File: config.mk
export PLATFORM = sky130hd
export DESIGN_NAME = dmac_regfile
export DESIGN_NICKNAME = d
export VERILOG_FILES = /design/src/rtl/dmac_pkg.sv /design/src/rtl/dmac_byte_ptr.sv /design/src/rtl/dmac_chan_regs.sv /design/src/rtl/dmac_ctl_regs.sv /design/src/rtl/dmac_status.sv /design/src/rtl/dmac_regfile.sv
export SDC_FILE = /design/constraint.sdc
export NUM_CORES = 1
export LEC_CHECK = 0
export ABC_AREA = 1
export BUFFER_PORTS_ARGS = -buffer_cell sky130_fd_sc_hd__buf_2
export CAP_MARGIN = 0
export CELL_PAD_IN_SITES_DETAIL_PLACEMENT = 1
export CELL_PAD_IN_SITES_GLOBAL_PLACEMENT = 2
export CORE_MARGIN = 2
export CORE_UTILIZATION = 28
export DETAILED_ROUTE_END_ITERATION = 10
export GPL_TIMING_DRIVEN = 0
export PLACE_DENSITY = 0.93
export SYNTH_ARGS = -nofsm -noshare
export SYNTH_HDL_FRONTEND = slang
export SYNTH_SLANG_ARGS = --single-unit
File: constraint.sdc
create_clock -name clk -period 3 [get_ports clk]
set_input_delay 0 -clock clk [delete_from_list [all_inputs] [get_ports clk]]
set_output_delay 0 -clock clk [all_outputs]
set_load 0.005 [all_outputs]
File: src/rtl/dmac_pkg.sv
package dmac_pkg;
    localparam int NUM_CH  = 4;
    localparam int CH_W    = $clog2(NUM_CH);
    localparam int DATA_W  = 8;
    localparam int REG_W   = 2 * DATA_W;
    localparam int OFS_W   = 4;
    localparam int MODE_W  = DATA_W - CH_W;

    typedef enum logic [OFS_W-1:0] {
        P_CMD_STAT = 4'd8,
        P_MASK_ONE = 4'd10,
        P_MODE     = 4'd11,
        P_CLR_PTR  = 4'd12,
        P_MCLR     = 4'd13,
        P_CLR_MASK = 4'd14,
        P_MASK_ALL = 4'd15
    } ctl_port_e;

    // mode byte bits 7:2
    typedef struct packed {
        logic [1:0] kind;      // 11 = cascade
        logic       decr;
        logic       autoinit;
        logic [1:0] dir;
    } mode_t;

    function automatic logic is_chan_port(input logic [OFS_W-1:0] ofs);
        return !ofs[OFS_W-1];
    endfunction

    function automatic logic [CH_W-1:0] port_chan(input logic [OFS_W-1:0] ofs);
        return ofs[CH_W:1];
    endfunction

    function automatic logic [DATA_W-1:0] pick_byte(input logic [REG_W-1:0] w,
                                                   input logic hi);
        return hi ? w[REG_W-1:DATA_W] : w[DATA_W-1:0];
    endfunction

    function automatic logic [REG_W-1:0] put_byte(input logic [REG_W-1:0] w,
                                                 input logic hi,
                                                 input logic [DATA_W-1:0] b);
        return hi ? {b, w[DATA_W-1:0]} : {w[REG_W-1:DATA_W], b};
    endfunction
endpackage

File: src/rtl/dmac_byte_ptr.sv
module dmac_byte_ptr (
    input  logic clk,
    input  logic rst,
    input  logic clear,
    input  logic toggle,
    output logic byte_hi
);
    always_ff @(posedge clk) begin
        if (rst || clear)
            byte_hi <= 1'b0;
        else if (toggle)
            byte_hi <= !byte_hi;
    end
endmodule

File: src/rtl/dmac_chan_regs.sv
module dmac_chan_regs
    import dmac_pkg::*;
(
    input  logic              clk,
    input  logic              rst,
    input  logic              wr_addr,
    input  logic              wr_cnt,
    input  logic              byte_hi,
    input  logic [DATA_W-1:0] wr_byte,
    output logic [REG_W-1:0]  base_addr,
    output logic [REG_W-1:0]  cur_addr,
    output logic [REG_W-1:0]  base_cnt,
    output logic [REG_W-1:0]  cur_cnt
);
    logic [REG_W-1:0] addr_nx;
    logic [REG_W-1:0] cnt_nx;

    assign addr_nx = put_byte(base_addr, byte_hi, wr_byte);
    assign cnt_nx  = put_byte(base_cnt, byte_hi, wr_byte);

    always_ff @(posedge clk) begin
        if (rst) begin
            base_addr <= '0;
            cur_addr  <= '0;
            base_cnt  <= '0;
            cur_cnt   <= '0;
        end else begin
            if (wr_addr) begin
                base_addr <= addr_nx;
                cur_addr  <= addr_nx;
            end
            if (wr_cnt) begin
                base_cnt <= cnt_nx;
                cur_cnt  <= cnt_nx;
            end
        end
    end
endmodule

File: src/rtl/dmac_ctl_regs.sv
module dmac_ctl_regs
    import dmac_pkg::*;
(
    input  logic               clk,
    input  logic               rst,
    input  logic               mclr,
    input  logic               wr_cmd,
    input  logic               wr_mode,
    input  logic               wr_mask_one,
    input  logic               wr_clr_mask,
    input  logic               wr_mask_all,
    input  logic [DATA_W-1:0]  wr_byte,
    output logic [DATA_W-1:0]  cmd_q,
    output mode_t [NUM_CH-1:0] mode_q,
    output logic [NUM_CH-1:0]  mask_q
);
    logic [CH_W-1:0] sel;
    assign sel = wr_byte[CH_W-1:0];

    always_ff @(posedge clk) begin
        if (rst || mclr) begin
            cmd_q  <= '0;
            mode_q <= '0;
            mask_q <= '1;
        end else begin
            if (wr_cmd)
                cmd_q <= wr_byte;
            if (wr_mode)
                mode_q[sel] <= mode_t'(wr_byte[DATA_W-1:CH_W]);
            if (wr_mask_one)
                mask_q[sel] <= wr_byte[2];
            else if (wr_clr_mask)
                mask_q <= '0;
            else if (wr_mask_all)
                mask_q <= wr_byte[NUM_CH-1:0];
        end
    end
endmodule

File: src/rtl/dmac_status.sv
module dmac_status
    import dmac_pkg::*;
(
    input  logic              clk,
    input  logic              rst,
    input  logic              mclr,
    input  logic              rd_clr,
    input  logic [NUM_CH-1:0] tc_set,
    output logic [NUM_CH-1:0] tc_flags
);
    always_ff @(posedge clk) begin
        if (rst || mclr)
            tc_flags <= '0;
        else if (rd_clr)
            tc_flags <= tc_set;
        else
            tc_flags <= tc_flags | tc_set;
    end
endmodule

File: src/rtl/dmac_regfile.sv
module dmac_regfile
    import dmac_pkg::*;
(
    input  logic                          clk,
    input  logic                          rst,
    input  logic [OFS_W-1:0]              port_sel,
    input  logic [DATA_W-1:0]             wr_data,
    input  logic                          wr_en,
    input  logic                          rd_en,
    input  logic [NUM_CH-1:0]             tc_set,
    input  logic [NUM_CH-1:0]             req_pending,
    output logic [DATA_W-1:0]             rd_data,
    output logic [DATA_W-1:0]             cmd_out,
    output logic [NUM_CH-1:0]             ch_mask,
    output logic [NUM_CH-1:0][MODE_W-1:0] ch_mode,
    output logic [NUM_CH-1:0]             ch_cascade,
    output logic [NUM_CH-1:0]             ch_autoinit,
    output logic [NUM_CH-1:0][REG_W-1:0]  base_addr,
    output logic [NUM_CH-1:0][REG_W-1:0]  cur_addr,
    output logic [NUM_CH-1:0][REG_W-1:0]  base_cnt,
    output logic [NUM_CH-1:0][REG_W-1:0]  cur_cnt
);
    logic              byte_hi;
    logic              chan_acc;
    logic              mclr;
    logic              clr_ptr;
    logic              stat_rd;
    logic [CH_W-1:0]   acc_ch;
    logic [NUM_CH-1:0] tc_flags;
    mode_t [NUM_CH-1:0] mode_q;

    assign acc_ch   = port_chan(port_sel);
    assign chan_acc = (wr_en || rd_en) && is_chan_port(port_sel);
    assign mclr     = wr_en && (port_sel == OFS_W'(P_MCLR));
    assign clr_ptr  = wr_en && (port_sel == OFS_W'(P_CLR_PTR));
    assign stat_rd  = rd_en && !wr_en && (port_sel == OFS_W'(P_CMD_STAT));

    dmac_byte_ptr u_ptr (
        .clk     (clk),
        .rst     (rst),
        .clear   (clr_ptr || mclr),
        .toggle  (chan_acc),
        .byte_hi (byte_hi)
    );

    for (genvar c = 0; c < NUM_CH; c++) begin : g_ch
        logic hit;
        assign hit = wr_en && is_chan_port(port_sel) && (acc_ch == CH_W'(c));

        dmac_chan_regs u_regs (
            .clk       (clk),
            .rst       (rst),
            .wr_addr   (hit && !port_sel[0]),
            .wr_cnt    (hit && port_sel[0]),
            .byte_hi   (byte_hi),
            .wr_byte   (wr_data),
            .base_addr (base_addr[c]),
            .cur_addr  (cur_addr[c]),
            .base_cnt  (base_cnt[c]),
            .cur_cnt   (cur_cnt[c])
        );

        assign ch_mode[c]     = mode_q[c];
        assign ch_cascade[c]  = (mode_q[c].kind == 2'b11);
        assign ch_autoinit[c] = mode_q[c].autoinit;
    end

    dmac_ctl_regs u_ctl (
        .clk         (clk),
        .rst         (rst),
        .mclr        (mclr),
        .wr_cmd      (wr_en && (port_sel == OFS_W'(P_CMD_STAT))),
        .wr_mode     (wr_en && (port_sel == OFS_W'(P_MODE))),
        .wr_mask_one (wr_en && (port_sel == OFS_W'(P_MASK_ONE))),
        .wr_clr_mask (wr_en && (port_sel == OFS_W'(P_CLR_MASK))),
        .wr_mask_all (wr_en && (port_sel == OFS_W'(P_MASK_ALL))),
        .wr_byte     (wr_data),
        .cmd_q       (cmd_out),
        .mode_q      (mode_q),
        .mask_q      (ch_mask)
    );

    dmac_status u_stat (
        .clk      (clk),
        .rst      (rst),
        .mclr     (mclr),
        .rd_clr   (stat_rd),
        .tc_set   (tc_set),
        .tc_flags (tc_flags)
    );

    always_comb begin
        rd_data = '0;
        if (rd_en) begin
            if (is_chan_port(port_sel))
                rd_data = port_sel[0] ? pick_byte(cur_cnt[acc_ch], byte_hi)
                                      : pick_byte(cur_addr[acc_ch], byte_hi);
            else if (port_sel == OFS_W'(P_CMD_STAT))
                rd_data = {req_pending, tc_flags};
        end
    end
endmodule

==> results of run 1 <==
cells in the mapped netlist, drive strengths merged:
cell type    n
nor3         6
a21oi      129
clkinv       1
buf        179
nand4       23
nor2        94
dfxtp      169
nor4         1
nand3       59
nand2      357
a211oi       4
clkbuf      28
o21a         3
inv         85
o21ai      130
sequential cells by signal (all words and copies together), names as in the netlist:
register	count
u_ctl.cmd_q	8
u_ctl.mask_q	4
g_ch.u_regs.base_addr	48
u_ctl.mode_q	24
g_ch.u_regs.base_cnt	48
g_ch.u_regs.cur_addr	16
u_stat.tc_flags	4
g_ch.u_regs.cur_cnt	16
u_ptr.byte_hi	1
worst min-delay path, stage by stage:
cell and delay (ns):
buf_2 0.19, o21ai_0 0.19, a21oi_1 0.04
cell families (layout without fill, tap and decap cells):
logic type	after synthesis	in the layout	synth area share (%)
and+or+nand+nor	540	540	25.8
DFF	169	169	39.0
buffers and inverters	293	655	19.5
AOI/OAI and AO/OA	266	266	15.7
per-stage QoR:
step | area, µm² | power (µW)
after floorplan | 8680 | 2650
after global placement | 10800 | 2890
after detailed placement | 10800 | 2900
after CTS | 11400 | 5040
after global routing | 11400 | 5190
final | 11400 | 5020
final cells by class:
type / count / area (µm²) / area share [%]
plain buffers: 207 / 1370 / 12.0
well taps: 396 / 495 / 4.34
inverters: 86 / 325 / 2.85
repair buffers: 330 / 1680 / 14.7
multi-input cells: 806 / 3610 / 31.6
clock inverters: 13 / 113 / 0.987
flip-flops and latches: 169 / 3380 / 29.6
clock buffers: 19 / 443 / 3.88
per-layer routing:
| layer | vias up | track usage (%) |
|---|---|---|
| li1 | 4649 | - |
| met5 | - | 0 |
| met3 | 43 | 5.56 |
| met4 | 2 | 6.74 |
| met2 | 315 | 42.0 |
| met1 | 4660 | 30.8 |
timing repair:
item / 4_1_cts / 5_1_grt
endpoints found under the setup margin: 0 / 0
hold endpoints to repair: 5 / 0
hold buffers: 5 / 0
cell usage in the layout, fill, tap and decap left out, types with 2 or more instances in the layout:
master | Yosys | layout
nand2_1 | 357 | 357
buf_2 | 28 | 353
dfxtp_1 | 169 | 169
buf_4 | 134 | 134
a21oi_1 | 129 | 129
o21ai_0 | 128 | 128
nor2_1 | 89 | 89
inv_1 | 79 | 79
nand3_1 | 58 | 58
clkbuf_1 | 28 | 29
nand4_1 | 23 | 23
clkbuf_16 | 0 | 17
buf_1 | 10 | 10
buf_6 | 7 | 7
inv_2 | 5 | 5
nor2_4 | 5 | 5
dlygate4sd3_1 | 0 | 5
nor3_1 | 4 | 4
clkinv_4 | 0 | 4
inv_6 | 0 | 4
o21a_1 | 3 | 3
a211oi_1 | 3 | 3
inv_8 | 0 | 2
clkinvlp_4 | 0 | 2
path summary, 6_finish.rpt:
kind | end | slack (ns) | cells after the start
min | g_ch[0].u_regs.base_cnt[9]$_SDFFE_PP0P_ | 0.03 | 3
max | rd_data[0] | 0.59 | 9
min reg2reg | u_ctl.cmd_q[4]$_SDFFE_PP0P_ | 0.45 | 2
max reg2reg | g_ch[3].u_regs.cur_addr[8]$_SDFFE_PP0P_ | 1.18 | 5
where the power goes:
part	internal, µW	switching [µW]	leakage, µW
registers	2280	35.4	0.00137
logic	170	387	0.00421
clock network	1110	1050	0.000269
==> summary.md, run 1 <==
| Metric | Value |
|---|---|
| Outcome | finished clean |
| Final Critical Period | 2.41 ns |
| Total GRT Usage | 24.5% |
| Worst Path Max Fanout | 10 |
| CTS resizes | 0 |
| DRC viols | 0 |
| Syn-to-layout area delta | 31.4% |
| Highest routed layer | met5 |
| Post-DR wirelength/cell | 19.8 µm |
| Syn avg cell area | 6.85 µm² |
| Net Count, Synth | 1,292 |
| CTS Root Cell | clkbuf_16 |
| Worst-skew pair later-pin latency | 0.44 ns |
| Pin count of the biggest net entering global routing | 17 |
| Die height | 180 µm |
| Placer Congestion | 0.975 |
| Setup ws final | 0.585 ns |
| Top cells by area, synth | dfxtp_1 (39%), nand2_1 (15%), buf_4 (12%) |
| Antenna violations before repair | 2 |
| # rows | 64 |
| Data arrival, critical path | 2.41 ns |
| Met3 wire len | 2.41 mm |
| Clock-pin slew on the worst setup and hold paths | 0.07 ns |
| IO Pins | 332 |
| CTS Buf Count | 17 |
| Slew Viols, Final | 0 |
| 1st-iter DRT viols | 533 |
| Port bufs | 325 |
| Worst slew margin | 33.0% |
| Met2 wire length | 19.3 mm |
| Max-Cap Viols | 0 |
| Post-CTS setup buffer count | 0 |
| Mapped Area | 8680 µm² |
| Worst Setup Slack post-DPL | 1.08 ns |
| Final Cycle Share | 80.5% |
| Crit-path leading delay family | buffers and inverters |
| CP Data Required Time | 3.00 ns |
| CTS tree | yes |
| Detail Route Antenna Nets | 0 |
| H-tree Lvls | 4 |
| CTS sink cnt | 169 |
| Power Density | 440 nW/µm² |
| Peak VDD IR | 0.257 mV |
| Die area | 32,400 µm² |
| Final hold violations | 0 |
| RSZ-0062 raised after global routing | no |
| Crit-path cells | buf_2, inv_2, buf_1, nand3_1, nand2_1, nand2_1, nand3_1, nand2_1, buf_2 |
| Die Wd | 180 µm |
| WL met1 | 17.5 mm |
| Hold Path Class | in -> reg |
| Worst slew pin tran | 1.00 ns |
| Final setup fails | 0 |
| Routed WL | 40.1 mm |
| Core area | 30,600 µm² |
| Critical Path End Type | output pin |
| Placed insts | 1,989 |
| Share of cells above drive strength 1 | 33.3% |
| Final cell count without fillers | 2,026 |
| Worst Hold Launch | wr_data[1] |
| Post-synth cell types | 27 |
| GRT overflow | 0 |
| Synthesis Warnings | 0 |
| Worst setup SP type | flop |
| Router iterations before antenna repair | 4 |
| Reg-to-reg startpoint | u_ptr.byte_hi$_SDFFE_PP0P_ |
| Fin nets | 1,641 |
| Synth area leader | dfxtp_1 |
| Worst Skew | 0.0107 ns |
| Ant. Diodes | 0 |
| Utilization after layout | 37.3% |
| Crit path from | u_ptr.byte_hi$_SDFFE_PP0P_ |
| Via count of the routed design | 9,669 |
| Max clock buf depth | 2 |
| CP peak stage delay | 0.45 ns |
| Most frequent CP cell | nand2_1 |
| Seq/Total Area, Yosys | 39.0% |
| First-pass GRT wire length | 60.9 mm |
| WP buf/inv | 4 |
| TNS Setup | 0 ns |
| #FFs+latches synth | 169 |
| Yosys top cell area share | 39.0% |
| Kind of critical path | reg -> out |
| Vias in the first global route | 10,100 |
| HPWL Detailed | 31.5 mm |
| Max Freq | 0.414 GHz |
| Hold_ws | 0.0315 ns |
| CP max stage cell | buf_1 |
| Fill cells | 4,012 |
| Syn Inst Count | 1,268 |
| Via density | 4.77 |
| Initial Util | 28.4% |
| Leak | 0.00585 µW |
(Power assumes the default switching activity.)
==> run 2, diff against run 1 <==
--- a/config.mk
+++ b/config.mk
@@ -11,10 +11,10 @@
 export CELL_PAD_IN_SITES_DETAIL_PLACEMENT = 1
 export CELL_PAD_IN_SITES_GLOBAL_PLACEMENT = 2
 export CORE_MARGIN = 2
-export CORE_UTILIZATION = 28
+export CORE_UTILIZATION = 23
 export DETAILED_ROUTE_END_ITERATION = 10
 export GPL_TIMING_DRIVEN = 0
-export PLACE_DENSITY = 0.93
+export PLACE_DENSITY = 0.82
 export SYNTH_ARGS = -nofsm -noshare
 export SYNTH_HDL_FRONTEND = slang
 export SYNTH_SLANG_ARGS = --single-unit
==> constraint.sdc (replaced) <==
create_clock -name clk -period 2.2 [get_ports clk]
set_input_delay 0 -clock clk [delete_from_list [all_inputs] [get_ports clk]]
set_output_delay 0 -clock clk [all_outputs]
set_load 0.005 [all_outputs]
==> summary.md, run 2 (synthesis results as in run 1) <==
| Metric | Value |
|---|---|
| Outcome | finished clean |
| CP max stage cell | dfxtp_1 |
| Slew Viols, Final | 0 (unchanged) |
| Port bufs | 325 (unchanged) |
| M2 GR Usage | 36.3% (-5.8 points) |
| Hold Path Class | in -> reg |
| Power Density | 610 nW/µm² (+39%) |
| Most frequent CP cell | nand2_1 |
| Met1 Track Usage GR | 26.6% (-4.3 points) |
| Leak | 0.00587 µW (+0.33%) |
| Worst slew pin tran | 1.03 ns (+0.0285 ns) |
| Highest-count cells in the layout ignoring fill and taps | nand2_1 (357), buf_2 (349), dfxtp_1 (169) |
| HPWL Detailed | 33.4 mm (+5.9%) |
| CTS Root Cell | clkbuf_16 |
| Final setup fails | 0 (unchanged) |
| Router iterations before antenna repair | 5 (+1) |
| Vias in the first global route | 9,413 (-6.5%) |
| Met3 usage | 4.82% (-0.74 points) |
| Pwr Total | 7080 µW (+41%) |
| Core area | 37,400 µm² (+22%) |
| Top Registers | g_ch.u_regs.base_addr: 48 flops, g_ch.u_regs.base_cnt: 48 flops, u_ctl.mode_q: 24 flops |
| 1st-iter DRT viols | 573 (+7.5%) |
| Peak VDD IR | 0.526 mV (+110%) |
| CP Data Required Time | 2.20 ns (-0.80 ns) |
| Via count of the routed design | 9,686 (+0.18%) |
| Share of cells above drive strength 1 | 33.3% (+0.041 points) |
| Max-Cap Viols | 0 (unchanged) |
| Pin count of the biggest net entering global routing | 17 (unchanged) |
| Total GRT Usage | 21.2% (-3.3 points) |
| Max Freq | 0.491 GHz |
| IO Pins | 332 (unchanged) |
| Data arrival, critical path | 2.04 ns (-0.37 ns) |
| Via density | 4.53 (-5.1%) |
| Post-CTS setup buffer count | 0 (unchanged) |
| Worst Path Max Fanout | 10 (unchanged) |
| Commonest non-fill, non-tap cell in the layout | nand2_1 |
| CTS Buf Count | 17 (unchanged) |
| Final Critical Period | 2.04 ns |
| Kind of critical path | reg -> out |
| Worst-skew pair later-pin latency | 0.45 ns (about the same) |
| Crit-path cells | buf_6, inv_4, clkbuf_4, nand3_1, nand2_1, nand2_1, nand3_1, nand2_1, buf_2 |
| TNS Setup | 0 ns (unchanged) |
| CTS tree | yes |
| Die area | 39,300 µm² (+21%) |
| Ant. Diodes | 0 (unchanged) |
| Worst Skew | 0.0122 ns (+0.00155 ns) |
| Critical Path End Type | output pin |
| Die height | 198 µm (+10%) |
| Worst slew margin | 31.1% (-1.9 points) |
| GRT overflow | 0 (unchanged) |
| Post-DR wirelength/cell | 19.8 µm (about the same) |
| CP peak stage delay | 0.31 ns (-0.14 ns) |
| Utilization after layout | 31.0% (-6.3 points) |
| Clock-pin slew on the worst setup and hold paths | 0.08 ns (about the same) |
| CTS sink cnt | 169 (unchanged) |
| H-tree Lvls | 4 (unchanged) |
| First-pass GRT wire length | 60.4 mm (-0.83%) |
| Syn-to-layout area delta | 33.7% |
| Max clock buf depth | 2 (unchanged) |
| Worst setup SP type | flop |
| Die Wd | 198 µm (+10%) |
| Antenna violations before repair | 3 (+1) |
| # rows | 71 (+11%) |
| Initial Util | 23.2% (-5.2 points) |
| Final cell count without fillers | 2,139 (+5.6%) |
| Placed insts | 2,104 (+5.8%) |
| Detail Route Antenna Nets | 0 (unchanged) |
| Final hold violations | 0 (unchanged) |
| GRT Max-Usage Layer | met2 |
| Final Cycle Share | 92.5% |
| Placer Congestion | 0.945 (-3.1%) |
| DRC viols | 0 (unchanged) |
| Routed WL | 42.3 mm (+5.6%) |
| Fin nets | 1,640 (-0.061%) |
| RSZ-0062 raised after global routing | no |
## run 2: changes by cell type in the layout (fill, tap and decap cells not counted), sizes merged
cell | before | now
inv | 91 | 88
clkbuf | 47 | 49
bufinv | 0 | 2
buf | 504 | 501
## run 2: where the power goes
part / total [µW] / internal [µW] / switching (µW)
logic: 766 / 236 / 530
clock network: 3160 / 1740 / 1420
registers: 3150 / 3100 / 50.9
## run 2: critical path, delay by kind of cell (launching register included)
| family | cells | cell delay, ns |
|---|---|---|
| and+or+nand+nor | 5 | 0.56 |
| DFF | 1 | 0.31 |
| buffers and inverters | 4 | 0.70 |
## run 2: cell type report
class | count | area (µm²)
clock inverter | 12 | 141
multi-input combinational | 806 | 3610
inverter | 86 | 328
timing repair buffer | 330 | 1680
fill | 4788 | 25800
clock buffer | 19 | 453
sequential | 169 | 3380
buffer | 206 | 1380
tap | 511 | 639
## run 2: final timing paths
| check | to | cells past startpoint | start | slack [ns] |
|---|---|---|---|---|
| worst max-delay path | rd_data[0] | 9 | u_ptr.byte_hi$_SDFFE_PP0P_ | 0.16 |
| worst min-delay path | g_ch[0].u_regs.base_cnt[8]$_SDFFE_PP0P_ | 3 | wr_data[0] | 0.03 |
| worst max register to register | g_ch[3].u_regs.cur_addr[9]$_SDFFE_PP0P_ | 5 | u_ptr.byte_hi$_SDFFE_PP0P_ | 0.48 |
| worst min register to register | u_ctl.cmd_q[5]$_SDFFE_PP0P_ | 2 | u_ctl.cmd_q[5]$_SDFFE_PP0P_ | 0.46 |
## run 2: layer usage
metal  up-vias  share of wire, %
met5         -             0.033
met4         4               1.9
met3        52               6.4
met2       323                48
met1      4667                43
li1       4640                 -
## run 2: stage by stage
step / setup WS, ns / hold WS [ns] / instance area (µm²)
5_1_grt: 0.0475 / 0.0252 / 11600
6_report: 0.165 / 0.0274 / 11600
4_1_cts: 0.00113 / 0.0137 / 11600
3_3_place_gp: 0.258 / 0.206 / 10900
2_1_floorplan: 0.899 / 0.0964 / 8680
3_5_place_dp: 0.239 / 0.216 / 10900
## run 2: what timing repair did
item                       CTS  global route
hold endpoints to repair     5             0
gates resized for setup      3             5
setup endpoints to repair    8             7
hold buffers                 5             0
pin swaps                    0             0
==> run 3, diff against run 2 <==
==> constraint.sdc (replaced) <==
create_clock -name clk -period 2.2 [get_ports clk]
set_input_delay 0.55 -clock clk [delete_from_list [all_inputs] [get_ports clk]]
set_output_delay 0.55 -clock clk [all_outputs]
set_load 0.005 [all_outputs]
==> summary.md, run 3 (synthesis results as in run 1) <==
| Metric | Value |
|---|---|
| First-pass GRT wire length | 61.6 mm (+2.0%) |
| Initial Util | 23.2% (unchanged) |
| Crit-path cells | buf_12, clkinv_8, buf_12, buf_12, nand2_2, nand2_2, nand2_2, nand3_1, nand2_1, nand2_2, nand3_4, nand2_4, buf_6 |
| Final cell count without fillers | 2,163 (+1.1%) |
| Final Cycle Share | 106% (+14 points) |
| Top Registers | g_ch.u_regs.base_addr: 48 flops, g_ch.u_regs.base_cnt: 48 flops, u_ctl.mode_q: 24 flops |
| Syn-to-layout area delta | 42.8% |
| Core area | 37,400 µm² (unchanged) |
| CTS sink cnt | 169 (unchanged) |
| FF/Latch Area | 3390 µm² (+0.11%) |
| CP max stage cell | buf_12 |
| Max-Cap Viols | 0 (unchanged) |
| Hold path depth | 3 (unchanged) |
| Worst slew pin tran | 0.986 ns (-0.0467 ns) |
| Die height | 198 µm (unchanged) |
| Total GRT Usage | 21.6% (+0.43 points) |
| Worst setup SP type | input port |
| Power Density | 587 nW/µm² (-3.8%) |
| 1st-iter DRT viols | 599 (+4.5%) |
| Ant. Diodes | 0 (unchanged) |
| Worst Path Max Fanout | 6 (-4) |
| Share of cells above drive strength 1 | 38.7% (+5.4 points) |
| Critical Path End Type | output pin |
| Die Wd | 198 µm (unchanged) |
| Fill cells | 4,734 (-1.1%) |
| Placed insts | 2,104 (unchanged) |
| CTS Buf Count | 17 (unchanged) |
| Post-CTS Hold Buffers | 0 (-5) |
| Max Freq | 0.428 GHz (-13%) |
| RSZ-0062 raised after global routing | yes |
| Post-DR wirelength/cell | 20.2 µm (+1.9%) |
| Placer Congestion | 0.945 (unchanged) |
| Worst slew margin | 34.2% (+3.1 points) |
| Data arrival, critical path | 1.79 ns (-0.25 ns) |
| Reg-to-reg startpoint | u_ptr.byte_hi$_SDFFE_PP0P_ |
| Worst-skew pair later-pin latency | 0.45 ns (about the same) |
| CTS Root Cell | clkbuf_16 |
| GRT overflow | 0 (unchanged) |
| WP buf/inv | 5 (+1) |
| Router iterations before antenna repair | 5 (unchanged) |
| Final Cell Area | 12,400 µm² (+6.8%) |
| Leak | 0.00618 µW (+5.3%) |
| Placed cell area | 10,900 µm² (unchanged) |
| Most frequent CP cell | nand2_2 |
| Peak VDD IR | 0.525 mV (about the same) |
| Slew Viols, Final | 0 (unchanged) |
| Worst Hold End | u_stat.tc_flags[3]$_SDFF_PP0_ |
| Multi-input logic area | 3820 µm² (+5.8%) |
| Die area | 39,300 µm² (unchanged) |
| # rows | 71 (unchanged) |
| R2R Setup Slk | 0.59 ns (+0.11 ns) |
| Crit-path leading delay family | simple AND/OR/NAND/NOR gates |
| IO Pins | 332 (unchanged) |
| Via count of the routed design | 9,902 (+2.2%) |
| Failing checks | negative setup slack |
| Highest-count cells in the layout ignoring fill and taps | buf_2 (336), nand2_1 (319), dfxtp_1 (166) |
| Reg2Reg Depth | 6 (+1) |
| CTS tree | yes |
| H-tree Lvls | 4 (unchanged) |
| Worst Hold Launch | tc_set[3] |
| Final hold violations | 0 (unchanged) |
| HPWL Detailed | 33.4 mm (unchanged) |
| Pin count of the biggest net entering global routing | 20 (+3) |
| Commonest non-fill, non-tap cell in the layout | buf_2 |
| Port bufs | 325 (unchanged) |
| Fin nets | 1,664 (+1.5%) |
| Detail Route Antenna Nets | 0 (unchanged) |
| R2r endpoint | g_ch[3].u_regs.cur_addr[11]$_SDFFE_PP0P_ |
| Antenna violations before repair | 3 (unchanged) |
| CP peak stage delay | 0.15 ns (-0.16 ns) |
| Clock-pin slew on the worst setup and hold paths | 0.07 ns (about the same) |
| Final setup fails | 8 (+8) |
| Worst Skew | 0.0115 ns (-0.000665 ns) |
| Routed WL | 43.6 mm (+3.1%) |
| Vias in the first global route | 9,642 (+2.4%) |
| Setup ws final | -0.136 ns (-0.301 ns) |
| Hold Path Class | in -> reg |
| Kind of critical path | in -> out |
| Final Critical Period | 2.34 ns (+0.301 ns) |
| Via density | 4.58 (+1.1%) |
| DRC viols | 0 (unchanged) |
| CP Data Required Time | 1.65 ns (-0.55 ns) |
| Outcome | complete, but fails checks |
| Max clock buf depth | 2 (unchanged) |
## run 3: what timing repair did
item / 4_1_cts / 5_1_grt
setup endpoints to repair: 8 / 8
setup buffers: 20 / 2
pin swaps: 12 / 26
cloned: 3 / 4
hold endpoints to repair: 0 / 0
resized for setup: 126 / 39
## run 3: area by class of cell
type	count	share of cell area [%]
Clock buffer	19	3.65
Tap cell	511	5.16
Buffer	206	12.9
Sequential cell	169	27.3
Multi-Input combinational cell	806	30.8
Clock inverter	12	1.14
Timing Repair Buffer	354	16.2
Inverter	86	2.83
## run 3: worst max-delay path by stage
| stage | cells past startpoint | end | slack, ns | start |
|---|---|---|---|---|
| 6_report | 13 | rd_data[0] | -0.14 | port_sel[1] |
| 3_5_place_dp | 13 | rd_data[2] | -0.72 | port_sel[1] |
| 5_1_grt | 13 | rd_data[3] | -0.19 | port_sel[1] |
| 4_1_cts | 13 | rd_data[0] | -0.15 | port_sel[1] |
| 2_1_floorplan | 12 | rd_data[0] | 0.10 | port_sel[1] |
| 3_3_place_gp | 13 | rd_data[2] | -0.70 | port_sel[1] |
## run 3: tightest hold or removal path: stages
cell and delay [ns]:
buf_2 0.07, a21oi_1 0.03, nor2_1 0.07
## run 3: stage by stage
step	hold WS [ns]	worst slack, ns	util, %	power (µW)	setup TNS [ns]
finish	0.308	-0.136	33.2	7270	-0.884
global route	0.328	-0.190	33.2	7530	-1.35
CTS	0.296	-0.154	32.5	7260	-0.914
detailed placement	0.440	-0.716	29.3	3970	-17.70
global placement	0.433	-0.696	29.3	3960	-14.90
floorplan	0.440	0.103	-	3620	0
## run 3: power breakdown
| part | total (µW) | switching [µW] | internal [µW] |
|---|---|---|---|
| sequential | 3160 | 51.9 | 3100 |
| combinational | 958 | 598 | 361 |
| clock | 3160 | 1420 | 1740 |
| total | 7270 | 2070 | 5210 |
## run 3: routing by layer
metal	global-route usage, %	share of wire [%]	vias up
met4	6.46	2.2	4
li1	-	-	4691
met3	4.99	6.5	58
met1	27.0	43	4798
met2	36.8	48	351
met5	0	0.032	-
